### src/rtl/hlf_pkg.sv
package hlf_pkg;
  localparam int BYTE_W = 8;
  localparam int CRC_W = 16;
  localparam logic [CRC_W-1:0] CRC_POLY = 16'h1021;
  localparam logic [BYTE_W-1:0] SOF = 8'h02;
  localparam logic [BYTE_W-1:0] EOF = 8'h03;
  localparam logic [BYTE_W-1:0] CMD_SLEEP = 8'h09;
  localparam logic [BYTE_W-1:0] CMD_POWER = 8'h81;
  localparam int PWR_PAYLOAD = 11;
  localparam int PWR_FRAME = PWR_PAYLOAD + 6;
  localparam int PWR_LEN = PWR_PAYLOAD + 1;
  // byte positions inside the power frame
  localparam int POS_PAY0 = 3;
  localparam int POS_PAYN = POS_PAY0 + PWR_PAYLOAD - 1;
  localparam int POS_CRCH = POS_PAYN + 1;
  localparam int POS_CRCL = POS_PAYN + 2;
  localparam int POS_END = PWR_FRAME - 1;

  typedef enum logic [2:0] {
    RX_HUNT, RX_LEN, RX_CMD, RX_BODY, RX_CRC_HI, RX_CRC_LO, RX_END
  } rx_state_e;
endpackage

### src/rtl/hlf_crc_step.sv
module hlf_crc_step
  import hlf_pkg::*;
#(
  parameter int W = CRC_W,
  parameter logic [W-1:0] POLY = CRC_POLY
) (
  input  logic [W-1:0]      crc_in,
  input  logic [BYTE_W-1:0] byte_in,
  output logic [W-1:0]      crc_out
);
  logic [W-1:0] acc;
  always_comb begin
    acc = crc_in ^ {byte_in, {(W-BYTE_W){1'b0}}};
    for (int b = 0; b < BYTE_W; b++) begin
      if (acc[W-1]) acc = (acc << 1) ^ POLY;
      else          acc = acc << 1;
    end
    crc_out = acc;
  end
endmodule

### src/rtl/hlf_rx.sv
module hlf_rx
  import hlf_pkg::*;
#(
  parameter int MAX_LEN = 64,
  localparam int CNT_W = $clog2(MAX_LEN + 1)
) (
  input  logic              clk,
  input  logic              rst,
  input  logic [BYTE_W-1:0] rx_data,
  input  logic              rx_valid,
  output logic              sleep_req
);
  rx_state_e          state;
  logic [CNT_W-1:0]   len_q;
  logic [CNT_W-1:0]   cnt_q;
  logic [BYTE_W-1:0]  cmd_q;
  logic [CRC_W-1:0]   crc_q;
  logic [BYTE_W-1:0]  crc_hi_q;
  logic               crc_ok_q;
  logic [CRC_W-1:0]   crc_seed;
  logic [CRC_W-1:0]   crc_nxt;

  assign crc_seed = (state == RX_CMD) ? '0 : crc_q;

  hlf_crc_step u_crc (
    .crc_in (crc_seed),
    .byte_in(rx_data),
    .crc_out(crc_nxt)
  );

  always_ff @(posedge clk) begin
    if (rst) begin
      state     <= RX_HUNT;
      len_q     <= '0;
      cnt_q     <= '0;
      cmd_q     <= '0;
      crc_q     <= '0;
      crc_hi_q  <= '0;
      crc_ok_q  <= 1'b0;
      sleep_req <= 1'b0;
    end else begin
      sleep_req <= 1'b0;
      if (rx_valid) begin
        unique case (state)
          RX_HUNT: if (rx_data == SOF) state <= RX_LEN;
          RX_LEN: begin
            if (rx_data == '0 || 32'(rx_data) > MAX_LEN) begin
              state <= RX_HUNT;
            end else begin
              len_q <= CNT_W'(rx_data);
              state <= RX_CMD;
            end
          end
          RX_CMD: begin
            cmd_q <= rx_data;
            crc_q <= crc_nxt;
            cnt_q <= CNT_W'(1);
            state <= (len_q == CNT_W'(1)) ? RX_CRC_HI : RX_BODY;
          end
          RX_BODY: begin
            crc_q <= crc_nxt;
            cnt_q <= cnt_q + 1'b1;
            if (cnt_q + 1'b1 == len_q) state <= RX_CRC_HI;
          end
          RX_CRC_HI: begin
            crc_hi_q <= rx_data;
            state    <= RX_CRC_LO;
          end
          RX_CRC_LO: begin
            crc_ok_q <= ({crc_hi_q, rx_data} == crc_q);
            state    <= RX_END;
          end
          RX_END: begin
            sleep_req <= (rx_data == EOF) && crc_ok_q &&
                         (cmd_q == CMD_SLEEP) && (len_q == CNT_W'(1));
            state     <= RX_HUNT;
          end
          default: state <= RX_HUNT;
        endcase
      end
    end
  end

  // the sleep pulse lasts one cycle
  a_r1_single_pulse: assert property (@(posedge clk) disable iff (rst)
    sleep_req |=> !sleep_req);
  // non-start bytes keep the parser waiting
  a_r3_hunt_holds: assert property (@(posedge clk) disable iff (rst)
    (state == RX_HUNT && rx_valid && rx_data != SOF) |=> state == RX_HUNT);
  // zero length returns to waiting
  a_r4_zero_len: assert property (@(posedge clk) disable iff (rst)
    (state == RX_LEN && rx_valid && rx_data == '0) |=> state == RX_HUNT);
  // a pulse only follows a taken end-position byte
  a_r6_pulse_after_end: assert property (@(posedge clk) disable iff (rst)
    sleep_req |-> ($past(state) == RX_END && $past(rx_valid)));
endmodule

### src/rtl/hlf_tx.sv
module hlf_tx
  import hlf_pkg::*;
#(
  parameter int ST_W = 8,
  parameter int MA_W = 16,
  parameter int IDLE_W = 32,
  localparam int REC_W = ST_W + 3 * MA_W + IDLE_W,
  localparam int IDX_W = $clog2(PWR_FRAME)
) (
  input  logic              clk,
  input  logic              rst,
  input  logic              tlm_req,
  input  logic [ST_W-1:0]   pwr_state,
  input  logic [MA_W-1:0]   cur_total_ma,
  input  logic [MA_W-1:0]   cur_audio_ma,
  input  logic [MA_W-1:0]   cur_disp_ma,
  input  logic [IDLE_W-1:0] idle_time_ms,
  output logic [BYTE_W-1:0] tx_data,
  output logic              tx_valid,
  input  logic              tx_ready
);
  logic [REC_W-1:0]  rec_q;
  logic [IDX_W-1:0]  idx_q;
  logic [IDX_W-1:0]  idx_nxt;
  logic [CRC_W-1:0]  crc_q;
  logic [CRC_W-1:0]  crc_step;
  logic [CRC_W-1:0]  crc_nxt;
  logic [BYTE_W-1:0] byte_nxt;
  logic [IDX_W-1:0]  pay_k;
  logic              take;
  logic              last;

  assign take    = tx_valid && tx_ready;
  assign last    = (idx_q == IDX_W'(POS_END));
  assign idx_nxt = idx_q + 1'b1;
  assign pay_k   = idx_nxt - IDX_W'(POS_PAY0);

  hlf_crc_step u_crc (
    .crc_in (crc_q),
    .byte_in(tx_data),
    .crc_out(crc_step)
  );

  always_comb begin
    crc_nxt = (idx_q >= IDX_W'(2) && idx_q <= IDX_W'(POS_PAYN)) ? crc_step : crc_q;
    byte_nxt = EOF;
    if (idx_nxt == IDX_W'(1))             byte_nxt = BYTE_W'(PWR_LEN);
    else if (idx_nxt == IDX_W'(2))        byte_nxt = CMD_POWER;
    else if (idx_nxt <= IDX_W'(POS_PAYN)) byte_nxt = rec_q[BYTE_W*pay_k +: BYTE_W];
    else if (idx_nxt == IDX_W'(POS_CRCH)) byte_nxt = crc_nxt[CRC_W-1 -: BYTE_W];
    else if (idx_nxt == IDX_W'(POS_CRCL)) byte_nxt = crc_nxt[BYTE_W-1:0];
  end

  always_ff @(posedge clk) begin
    if (rst) begin
      tx_valid <= 1'b0;
      tx_data  <= '0;
      idx_q    <= '0;
      crc_q    <= '0;
      rec_q    <= '0;
    end else if (!tx_valid) begin
      if (tlm_req) begin
        tx_valid <= 1'b1;
        tx_data  <= SOF;
        idx_q    <= '0;
        crc_q    <= '0;
        rec_q    <= {idle_time_ms, cur_disp_ma, cur_audio_ma, cur_total_ma, pwr_state};
      end
    end else if (take) begin
      if (last) begin
        tx_valid <= 1'b0;
      end else begin
        idx_q   <= idx_nxt;
        tx_data <= byte_nxt;
        crc_q   <= crc_nxt;
      end
    end
  end

  // every frame opens with the start byte
  a_r8_first_sof: assert property (@(posedge clk) disable iff (rst)
    $rose(tx_valid) |-> tx_data == SOF);
  // a stalled byte is held
  a_r9_hold: assert property (@(posedge clk) disable iff (rst)
    (tx_valid && !tx_ready) |=> (tx_valid && $stable(tx_data)));
  // end byte taken means idle next cycle, whatever the request
  a_r10_end_idle: assert property (@(posedge clk) disable iff (rst)
    (take && last) |=> !tx_valid);
  // the snapshot stays fixed while busy
  a_r10_rec_frozen: assert property (@(posedge clk) disable iff (rst)
    (tx_valid && $past(tx_valid)) |-> $stable(rec_q));
endmodule

### src/rtl/hostlink_framer.sv
module hostlink_framer
  import hlf_pkg::*;
#(
  parameter int MAX_LEN = 64
) (
  input  logic        clk,
  input  logic        rst,
  input  logic [7:0]  rx_data,
  input  logic        rx_valid,
  output logic        sleep_req,
  input  logic        tlm_req,
  input  logic [7:0]  pwr_state,
  input  logic [15:0] cur_total_ma,
  input  logic [15:0] cur_audio_ma,
  input  logic [15:0] cur_disp_ma,
  input  logic [31:0] idle_time_ms,
  output logic [7:0]  tx_data,
  output logic        tx_valid,
  input  logic        tx_ready
);
  hlf_rx #(.MAX_LEN(MAX_LEN)) u_rx (
    .clk      (clk),
    .rst      (rst),
    .rx_data  (rx_data),
    .rx_valid (rx_valid),
    .sleep_req(sleep_req)
  );

  hlf_tx u_tx (
    .clk         (clk),
    .rst         (rst),
    .tlm_req     (tlm_req),
    .pwr_state   (pwr_state),
    .cur_total_ma(cur_total_ma),
    .cur_audio_ma(cur_audio_ma),
    .cur_disp_ma (cur_disp_ma),
    .idle_time_ms(idle_time_ms),
    .tx_data     (tx_data),
    .tx_valid    (tx_valid),
    .tx_ready    (tx_ready)
  );
endmodule

### config.mk
export PLATFORM = sky130hd
export DESIGN_NAME = hostlink_framer
export DESIGN_NICKNAME = d
export VERILOG_FILES = /design/src/rtl/hlf_pkg.sv /design/src/rtl/hlf_crc_step.sv /design/src/rtl/hlf_rx.sv /design/src/rtl/hlf_tx.sv /design/src/rtl/hostlink_framer.sv
export SDC_FILE = /design/constraint.sdc
export NUM_CORES = 1
export LEC_CHECK = 0
export BUFFER_PORTS_ARGS = -buffer_cell sky130_fd_sc_hd__buf_4
export CORE_MARGIN = 2
export CORE_UTILIZATION = 50
export CTS_CLUSTER_DIAMETER = 100
export CTS_CLUSTER_SIZE = 25
export DETAILED_ROUTE_END_ITERATION = 7
export GPL_ROUTABILITY_DRIVEN = 1
export GPL_TIMING_DRIVEN = 0
export PLACE_DENSITY = 0.7
export SLEW_MARGIN = 20
export SYNTH_ARGS = -nofsm -noshare
export SYNTH_HDL_FRONTEND = slang
export SYNTH_SLANG_ARGS = --single-unit
### constraint.sdc
create_clock -name clk -period 4 [get_ports clk]
set_input_delay 0.4 -clock clk [delete_from_list [all_inputs] [get_ports clk]]
set_output_delay 0.4 -clock clk [all_outputs]
set_load 0.01 [all_outputs]
After elaboration in Yosys (flattened, before gate mapping)
Index checks and enable logic that the tools add are counted.
- bitwise logic cells: 22
- eq/ne operators: 21
- magnitude comparators: 4
- reduce and logical (&&, ||, !) cells: 21
- add/sub/neg operators: 3
- shifts and indexed selects: 1
- multiplexer cells: 45
- operators by type and width (kind ; count):
    13-bit two-way mux ; 16
    16-bit two-way mux ; 6
    88-bit by 9-bit indexed part select with 8-bit output ; 1
    8-bit two-way mux ; 9
    3-bit inverter ; 16
    16-bit bitwise XOR ; 2
    5-bit two-way mux ; 4
    3-bit case mux with 6 select lines ; 1
    16-bit equality test ; 1
    8-bit by 2-bit equality test with 1-bit output (second input constant) ; 2
    7-bit case mux with 2 select lines ; 1
    2-bit AND reduction ; 6
    5-bit by 4-bit equality test with 1-bit output (second input constant) ; 2
    5-bit by 4-bit less-or-equal comparator with 1-bit output (second input constant) ; 2
    3-bit equality test (second input constant) ; 3
    3-bit two-way mux ; 3
    3-bit AND reduction ; 3
    8-bit by 4-bit equality test with 1-bit output (second input constant) ; 1
    8-bit by 7-bit greater-than comparator with 1-bit output (second input constant) ; 1
    8-bit logical NOT ; 1
    7-bit by 1-bit adder with 7-bit output (second input constant) ; 1
    7-bit by 1-bit equality test with 1-bit output (second input constant) ; 1
    7-bit equality test ; 1
    3-bit by 2-bit equality test with 1-bit output (second input constant) ; 2
    other kinds (18) ; 31
- output and inout port bits: 10
- logic and storage cells: 130
- input bits: 101
- register bits after elaboration: 169

Logic depth before layout (Yosys ltp)
Gate-level depths: netlist of run 1.
- depth after elaboration: 26
- mapped depth: 11
- depth with buffers taken out: 8

Modules after synthesis
From an unflattened synthesis of run 1, not the netlist that was laid out.
- cells, all modules: 1060
- area, all modules: 8949.8 µm²
- modules (own cells, without submodules) (module ; cells an instance ; area an instance (µm²) ; times used):
    hlf_tx ; 683 ; 5601.6 ; 1
    hlf_rx ; 327 ; 2542.4 ; 1
    hlf_crc_step ; 25 ; 402.9 ; 2

Worst setup path before layout of run 1
Ideal clock, no wire load.
- kind: reg-to-reg
- start: register u_tx.idx_q[0]
- end: register u_tx.tx_data[7]
- buffers on the path: 2
- arrival: 2.324 ns
- setup slack: 1.555 ns
- data required time: 3.878 ns
- period minus slack after synthesis: 2.445 ns
- stages on the path, launching flop included: 10
- cell sequence: dfxtp_1 buf_4 inv_1 ha_1 clkbuf_1 nor2_2 mux4_2 nor4b_1 o311a_1 a221o_1
- word-level cells in the longest chain between the ends: 11
- elaborated cells between the ends (all ways): 23
- those cells by class: add/sub (2); order compare (3); eq/ne (6); shift (1); mux (9); reduce/logical (2)
- RTL lines (element ; line ; RTL):
    start: declaration ; hlf_tx.sv:23 ; logic [IDX_W-1:0] idx_q;
    start signal: assignment ; hlf_tx.sv:73 ; idx_q <= idx_nxt;
    branches (longest 11 deep; another with 5-bit by 1-bit adder with 5-bit output) ; -- ;
    end signal: assignment ; hlf_tx.sv:74 ; tx_data <= byte_nxt;
    end: declaration ; hlf_tx.sv:18 ; output logic [BYTE_W-1:0] tx_data,
Parallel ways; which one is timed is not known. The select of a mux whose other input is x is not followed.
A chain may end at the register's enable or synchronous reset.

Worst setup path in the final report of run 1
- start: register u_tx.idx_q[0]
- end: register u_tx.tx_data[1]
Same word-level chain as after synthesis.

==> impl_metrics.env, run 1 <==
export IMPL_synth_seq_area_share=0.385
export IMPL_cp_top_family="buffers and inverters"
export IMPL_drt_iter0_markers=691
export IMPL_r2r_end="u_tx.tx_data[1]"
export IMPL_avgSynthCellArea_sq_um=8.03
export IMPL_syn_nets=1201
export IMPL_synth_warning_count=0
export IMPL_io_buffers=103
export IMPL_critPathLaunchType="flop"
export IMPL_worstMarginPinSlew_ps=908
export IMPL_netlist_area_leader_share=0.385
export IMPL_die_w_um=137
export IMPL_root_buffer="clkbuf_16"
export IMPL_power_density_nw_per_um2=371
export IMPL_antenna_found_initial=0
export IMPL_grt_busiest_layer="met2"
export IMPL_antenna_cells=0
export IMPL_totalNegativeSetupSlack_ps=0
export IMPL_clk_latency_ps=440
export IMPL_regToRegSetupSlack_ps=720
export IMPL_fin_cells=1453
export IMPL_rsz0062_at_grt="no"
export IMPL_hpwlAfterDp_mm=18.8
export IMPL_path_buf_inv=4
export IMPL_hold_viol=0
export IMPL_grt_pass1_wl_mm=39.8
export IMPL_track_usage=0.278
export IMPL_grt_max_degree=19
export IMPL_relSlewSlack=0.390
export IMPL_crit_chain="buf_4 -> inv_1 -> ha_1 -> clkbuf_1 -> nor2_2 -> buf_4 -> mux2i_1 -> o2bb2ai_1 -> o211a_1 -> o311ai_1 -> o311ai_0"
export IMPL_post_cts_buffers=0
export IMPL_synth_flop_cell="dfxtp_1"
export IMPL_crit_cells=11
export IMPL_dp_cells=1421
export IMPL_yosys_area_top_type="dfxtp_1"
export IMPL_placementRows=48
export IMPL_syn2layout_area_growth_pct=18.9
export IMPL_cts_sinks=169
export IMPL_max_stage_delay_ps=530
export IMPL_grtUsageMet2=0.428
export IMPL_met1_usage=0.400
export IMPL_cts_tree="done"
export IMPL_crit_top_cell="buf_4"
export IMPL_synth_edf_count=0
export IMPL_cts_buffers_inserted=17
export IMPL_postCtsResizedCells=0
export IMPL_fillers=1624
export IMPL_p_leak_nw=3.92
export IMPL_cp_arrival_ps=3560
export IMPL_critPathKind="reg -> reg"
export IMPL_final_layout_size_suffix_gt1_frac=0.156
export IMPL_first_global_vias=7610
export IMPL_cp_startpoint="u_tx.idx_q[0]"
export IMPL_worstPathRequired_ps=4280
export IMPL_period_minus_slack_ps=3280
export IMPL_core_area_sq_um=17200
export IMPL_peakVddDrop_mv=0.318
export IMPL_grtUsageMet3=0.0574
export IMPL_initial_core_util=0.510
export IMPL_crit_fanout=10
export IMPL_synth_top_cells_by_area="dfxtp_1 39%, nand2_1 12%, a21oi_1 7.9%"
export IMPL_slew_viol_final=0
export IMPL_grt_overflow=0
export IMPL_post_route_period_util=0.820
export IMPL_finClkSkew_ps=12.7
export IMPL_dr_total_vias=8204
export IMPL_clock_path_buffers=2
export IMPL_nets=1323
export IMPL_ys_types=84
export IMPL_reg2reg_from="u_tx.idx_q[0]"
export IMPL_drc=1
export IMPL_clk_pin_slew_worst_paths_ps=80
export IMPL_r2r_cells=11
export IMPL_die_h_um=137
export IMPL_async_flop_share=0
export IMPL_finalSetupViolCount=0
export IMPL_h_tree_depth=4
export IMPL_ys_ff_latch=169
export IMPL_netlist_instances=1093
export IMPL_drtPass1Iterations=8
export IMPL_pin_count=111
export IMPL_antenna_left=0
export IMPL_multi_input_area_sq_um=4980
export IMPL_synth_cell_area_sq_um=8780
export IMPL_place_congestion=0.979
export IMPL_wl_per_cell_um=17.5
export IMPL_die_area_sq_um=18600
export IMPL_regArea_sq_um=3380
export IMPL_utilization=0.606
export IMPL_wl_mm=25.4
export IMPL_max_cap_violations=0
export IMPL_hold_class="in -> reg"
export IMPL_cpMaxStageDelayCell="nor2_2"
export IMPL_status="finished, violations left"
export IMPL_crit_end="u_tx.tx_data[1]"
export IMPL_max_freq_ghz=0.305
export IMPL_failed_checks="DRC"
export IMPL_cp_end_kind="flop"
export IMPL_vias_per_cell=5.65
export IMPL_postCtsHoldBufs=0
==> cell type report <==
type                            instances  share of cell area
Clock inverter                         15              0.0173
Clock buffer                           17              0.0407
Inverter                                7             0.00252
Sequential cell                       169               0.324
Timing Repair Buffer                  103              0.0740
Buffer                                 87              0.0377
Multi-Input combinational cell        830               0.477
Tap cell                              225              0.0270
==> per-stage QoR <==
stage	total power [mW]	cell area, sq um	hold WS (ps)	setup slack, ps
finish	3.87	10400	197	721
CTS	3.88	10400	191	737
detailed placement	2.22	9840	446	788
floorplan	2.04	8780	432	1550
global placement	2.21	9840	439	778
global route	3.99	10400	188	544
==> where the power goes <==
part	switching, mW	internal [mW]	leakage [nW]
Combinational	0.244	0.175	2.25
Clock	0.790	0.896	0.294
Sequential	0.0316	1.74	1.38
Total	1.07	2.81	3.92
==> worst min-delay path by stage <==
stage | startpoint | to | cells past startpoint
floorplan | u_rx.cmd_q[0] | u_rx.cmd_q[0] | 2
global placement | u_tx.rec_q[23] | u_tx.rec_q[23] | 2
detailed placement | u_rx.cmd_q[0] | u_rx.cmd_q[0] | 2
CTS | cur_total_ma[3] | u_tx.rec_q[11] | 3
global route | pwr_state[3] | u_tx.rec_q[3] | 3
finish | pwr_state[2] | u_tx.rec_q[2] | 3
==> logic make-up after synthesis <==
logic type      share of synthesized area
buf+inv                            0.0479
fa+ha+maj                         0.00997
flops                               0.385
simple gates                        0.229
compound gates                      0.175
xor+xnor                           0.0916
mux                                0.0613
==> layout by cell type, fill, tap and decap left out, types with 17 or more instances in the layout <==
| master | instances |
|---|---|
| xnor2_1 | 47 |
| a21oi_1 | 139 |
| clkbuf_16 | 17 |
| xor2_1 | 24 |
| nand2_1 | 281 |
| clkbuf_1 | 55 |
| nor2_1 | 81 |
| mux2i_1 | 20 |
| dfxtp_1 | 169 |
| buf_4 | 110 |
==> registers in the layout, summed over array words and instances, names as in the netlist <==
name,count
u_tx.crc_q,16
u_rx.sleep_req,1
u_tx.tx_data,8
u_rx.crc_q,16
u_tx.tx_valid,1
u_rx.crc_hi_q,8
u_rx.state,3
u_rx.crc_ok_q,1
u_tx.idx_q,5
u_rx.cmd_q,8
u_rx.len_q,7
u_rx.cnt_q,7
u_tx.rec_q,88
==> worst register-to-register path, delay by kind of cell, from the launching register on <==
family          cells  cell delay [ps]
fa+ha+maj           1              230
compound gates      4              840
mux                 1              250
flops               1              390
simple gates        1              540
buf+inv             4              870
==> layer usage <==
| metal | up-vias | part of all wire |
|---|---|---|
| met3 | 29 | 0.069 |
| met4 | 0 | 0.014 |
| li1 | 4017 | - |
| met1 | 3855 | 0.47 |
| met2 | 303 | 0.45 |
| met5 | - | 0 |
==> Yosys cell counts (14+ instances only) <==
library cell and number:
mux2i_1 20, a31oi_1 15, xnor2_1 47, mux4_2 14, nor3_1 14, a21oi_1 139
clkbuf_1 55, nand3_1 15, xor2_1 24, dfxtp_1 169, nand2_1 281, nor2_1 81
Note: power is estimated with default switching activity, not from simulation.
==> run 2: changes to the inputs <==
clock period = 3.3 ns   (was 4 ns; I/O delays follow)
==> impl_metrics.env, run 2 (synthesis gave the netlist of run 1 again) <==
export IMPL_root_buffer="clkbuf_16"
export IMPL_grt_pass1_wl_mm=39.8
export IMPL_pin_count=111
export IMPL_wl_mm=25.4
export IMPL_postCtsResizedCells=0
export IMPL_first_global_vias=7610
export IMPL_core_area_sq_um=17200
export IMPL_relSlewSlack=0.385
export IMPL_hold_viol=0
export IMPL_die_w_um=137
export IMPL_antenna_left=0
export IMPL_hold_ws_ps=123
export IMPL_slew_viol_final=0
export IMPL_worstPathRequired_ps=3590
export IMPL_postCtsHoldBufs=0
export IMPL_die_h_um=137
export IMPL_critPathLaunchType="flop"
export IMPL_initial_core_util=0.510
export IMPL_grtUsageMet3=0.0574
export IMPL_finClkSkew_ps=11.6
export IMPL_placed_area_sq_um=9840
export IMPL_track_usage=0.278
export IMPL_grt_overflow=0
export IMPL_max_stage_delay_ps=390
export IMPL_status="finished, violations left"
export IMPL_clk_latency_ps=440
export IMPL_critPathKind="reg -> reg"
export IMPL_regMostFlops="u_tx.rec_q"
export IMPL_period_minus_slack_ps=3070
export IMPL_largest_reg_flops=88
export IMPL_antenna_found_initial=0
export IMPL_cts_sinks=169
export IMPL_wl_per_cell_um=17.5
export IMPL_antenna_cells=0
export IMPL_grt_busiest_layer="met2"
export IMPL_peakVddDrop_mv=0.388
export IMPL_fin_total_pwr_mw=4.69
export IMPL_final_cell_mix="281 x nand2_1, 169 x dfxtp_1, 139 x a21oi_1"
export IMPL_drc=1
export IMPL_totalNegativeSetupSlack_ps=0
export IMPL_hold_class="in -> reg"
export IMPL_power_density_nw_per_um2=449
export IMPL_cpMaxStageDelayCell="dfxtp_1"
export IMPL_met1_usage=0.400
export IMPL_cts_buffers_inserted=17
export IMPL_clk_pin_slew_worst_paths_ps=80
export IMPL_cp_arrival_ps=3360
export IMPL_crit_chain="buf_4 -> inv_1 -> ha_1 -> clkbuf_1 -> nor2_4 -> buf_4 -> mux2i_1 -> o2bb2ai_1 -> o211a_1 -> o311ai_1 -> o311ai_0"
export IMPL_max_freq_ghz=0.325
export IMPL_drtPass1Iterations=8
export IMPL_h_tree_depth=4
export IMPL_cts_tree="done"
export IMPL_clock_path_buffers=2
export IMPL_max_cap_violations=0
export IMPL_grtUsageMet2=0.428
export IMPL_final_common_cell="nand2_1"
export IMPL_place_congestion=0.979
export IMPL_worstMarginPinSlew_ps=916
export IMPL_die_area_sq_um=18600
export IMPL_placementRows=48
export IMPL_post_place_ws_ps=88.5
export IMPL_crit_top_cell="buf_4"
export IMPL_failed_checks="DRC"
export IMPL_nets=1323
export IMPL_reg_top3="u_tx.rec_q (88), u_rx.crc_q (16), u_tx.crc_q (16)"
export IMPL_drt_iter0_markers=702
export IMPL_rsz0062_at_grt="no"
export IMPL_p_leak_nw=3.92
export IMPL_io_buffers=103
export IMPL_grt_max_degree=19
export IMPL_setup_ws_ps=226
export IMPL_final_layout_size_suffix_gt1_frac=0.156
export IMPL_syn2layout_area_growth_pct=19.0
export IMPL_crit_fanout=10
export IMPL_dr_total_vias=8213
export IMPL_post_route_period_util=0.932
export IMPL_cp_end_kind="flop"
export IMPL_vias_per_cell=5.65
export IMPL_finalSetupViolCount=0
export IMPL_final_area_sq_um=10400
export IMPL_hpwlAfterDp_mm=18.8
export IMPL_post_cts_buffers=0
## run 2: cell count changes in the layout (fill, tap and decap cells not counted)
cell,previous run,this run
nor2_4,0,1
nor2_2,1,0
## run 2: final timing paths
kind | startpoint | end | slack, ps | cells after the start
worst min register to register | u_tx.rec_q[41] | u_tx.rec_q[41] | 450 | 2
worst max-delay path | u_tx.idx_q[0] | u_tx.tx_data[1] | 230 | 11
worst max register to register | u_tx.idx_q[0] | u_tx.tx_data[1] | 230 | 11
worst min-delay path | pwr_state[2] | u_tx.rec_q[2] | 120 | 3
## run 2: cell type report
class | instances | area (sq um)
clock inverter | 15 | 180
fill | 1622 | 6790
timing repair buffer | 103 | 773
buffer | 87 | 394
sequential | 169 | 3380
inverter | 7 | 26.3
clock buffer | 17 | 425
tap | 225 | 282
multi-input combinational | 830 | 4980
## run 2: metal layers
layer,wire [um],up-vias
met3,1860,30
met2,11300,328
met5,0,-
li1,-,4019
met1,11800,3836
met4,405,0
## run 2: metrics by stage
| stage | instances | utilization |
|---|---|---|
| 2_1_floorplan | 1093 | - |
| 6_report | 1453 | 0.606 |
| 3_3_place_gp | 1421 | 0.571 |
| 5_1_grt | 1453 | 0.606 |
| 3_5_place_dp | 1421 | 0.571 |
| 4_1_cts | 1453 | 0.606 |
## run 2: critical path: cells and delay by family, from the launching register on
family	cells	cell delay [ps]
AO/OA/AOI/OAI	4	840
flip-flops	1	390
multiplexers	1	250
buffers and inverters	4	850
adder cells (fa/ha/maj)	1	230
AND/OR/NAND/NOR	1	360
## run 2: where the power goes
part	internal, mW	leakage (nW)	switching (mW)	total [mW]
Clock	1.09	0.294	0.955	2.04
Combinational	0.212	2.25	0.296	0.508
Sequential	2.10	1.38	0.0380	2.14
Total	3.40	3.92	1.29	4.69
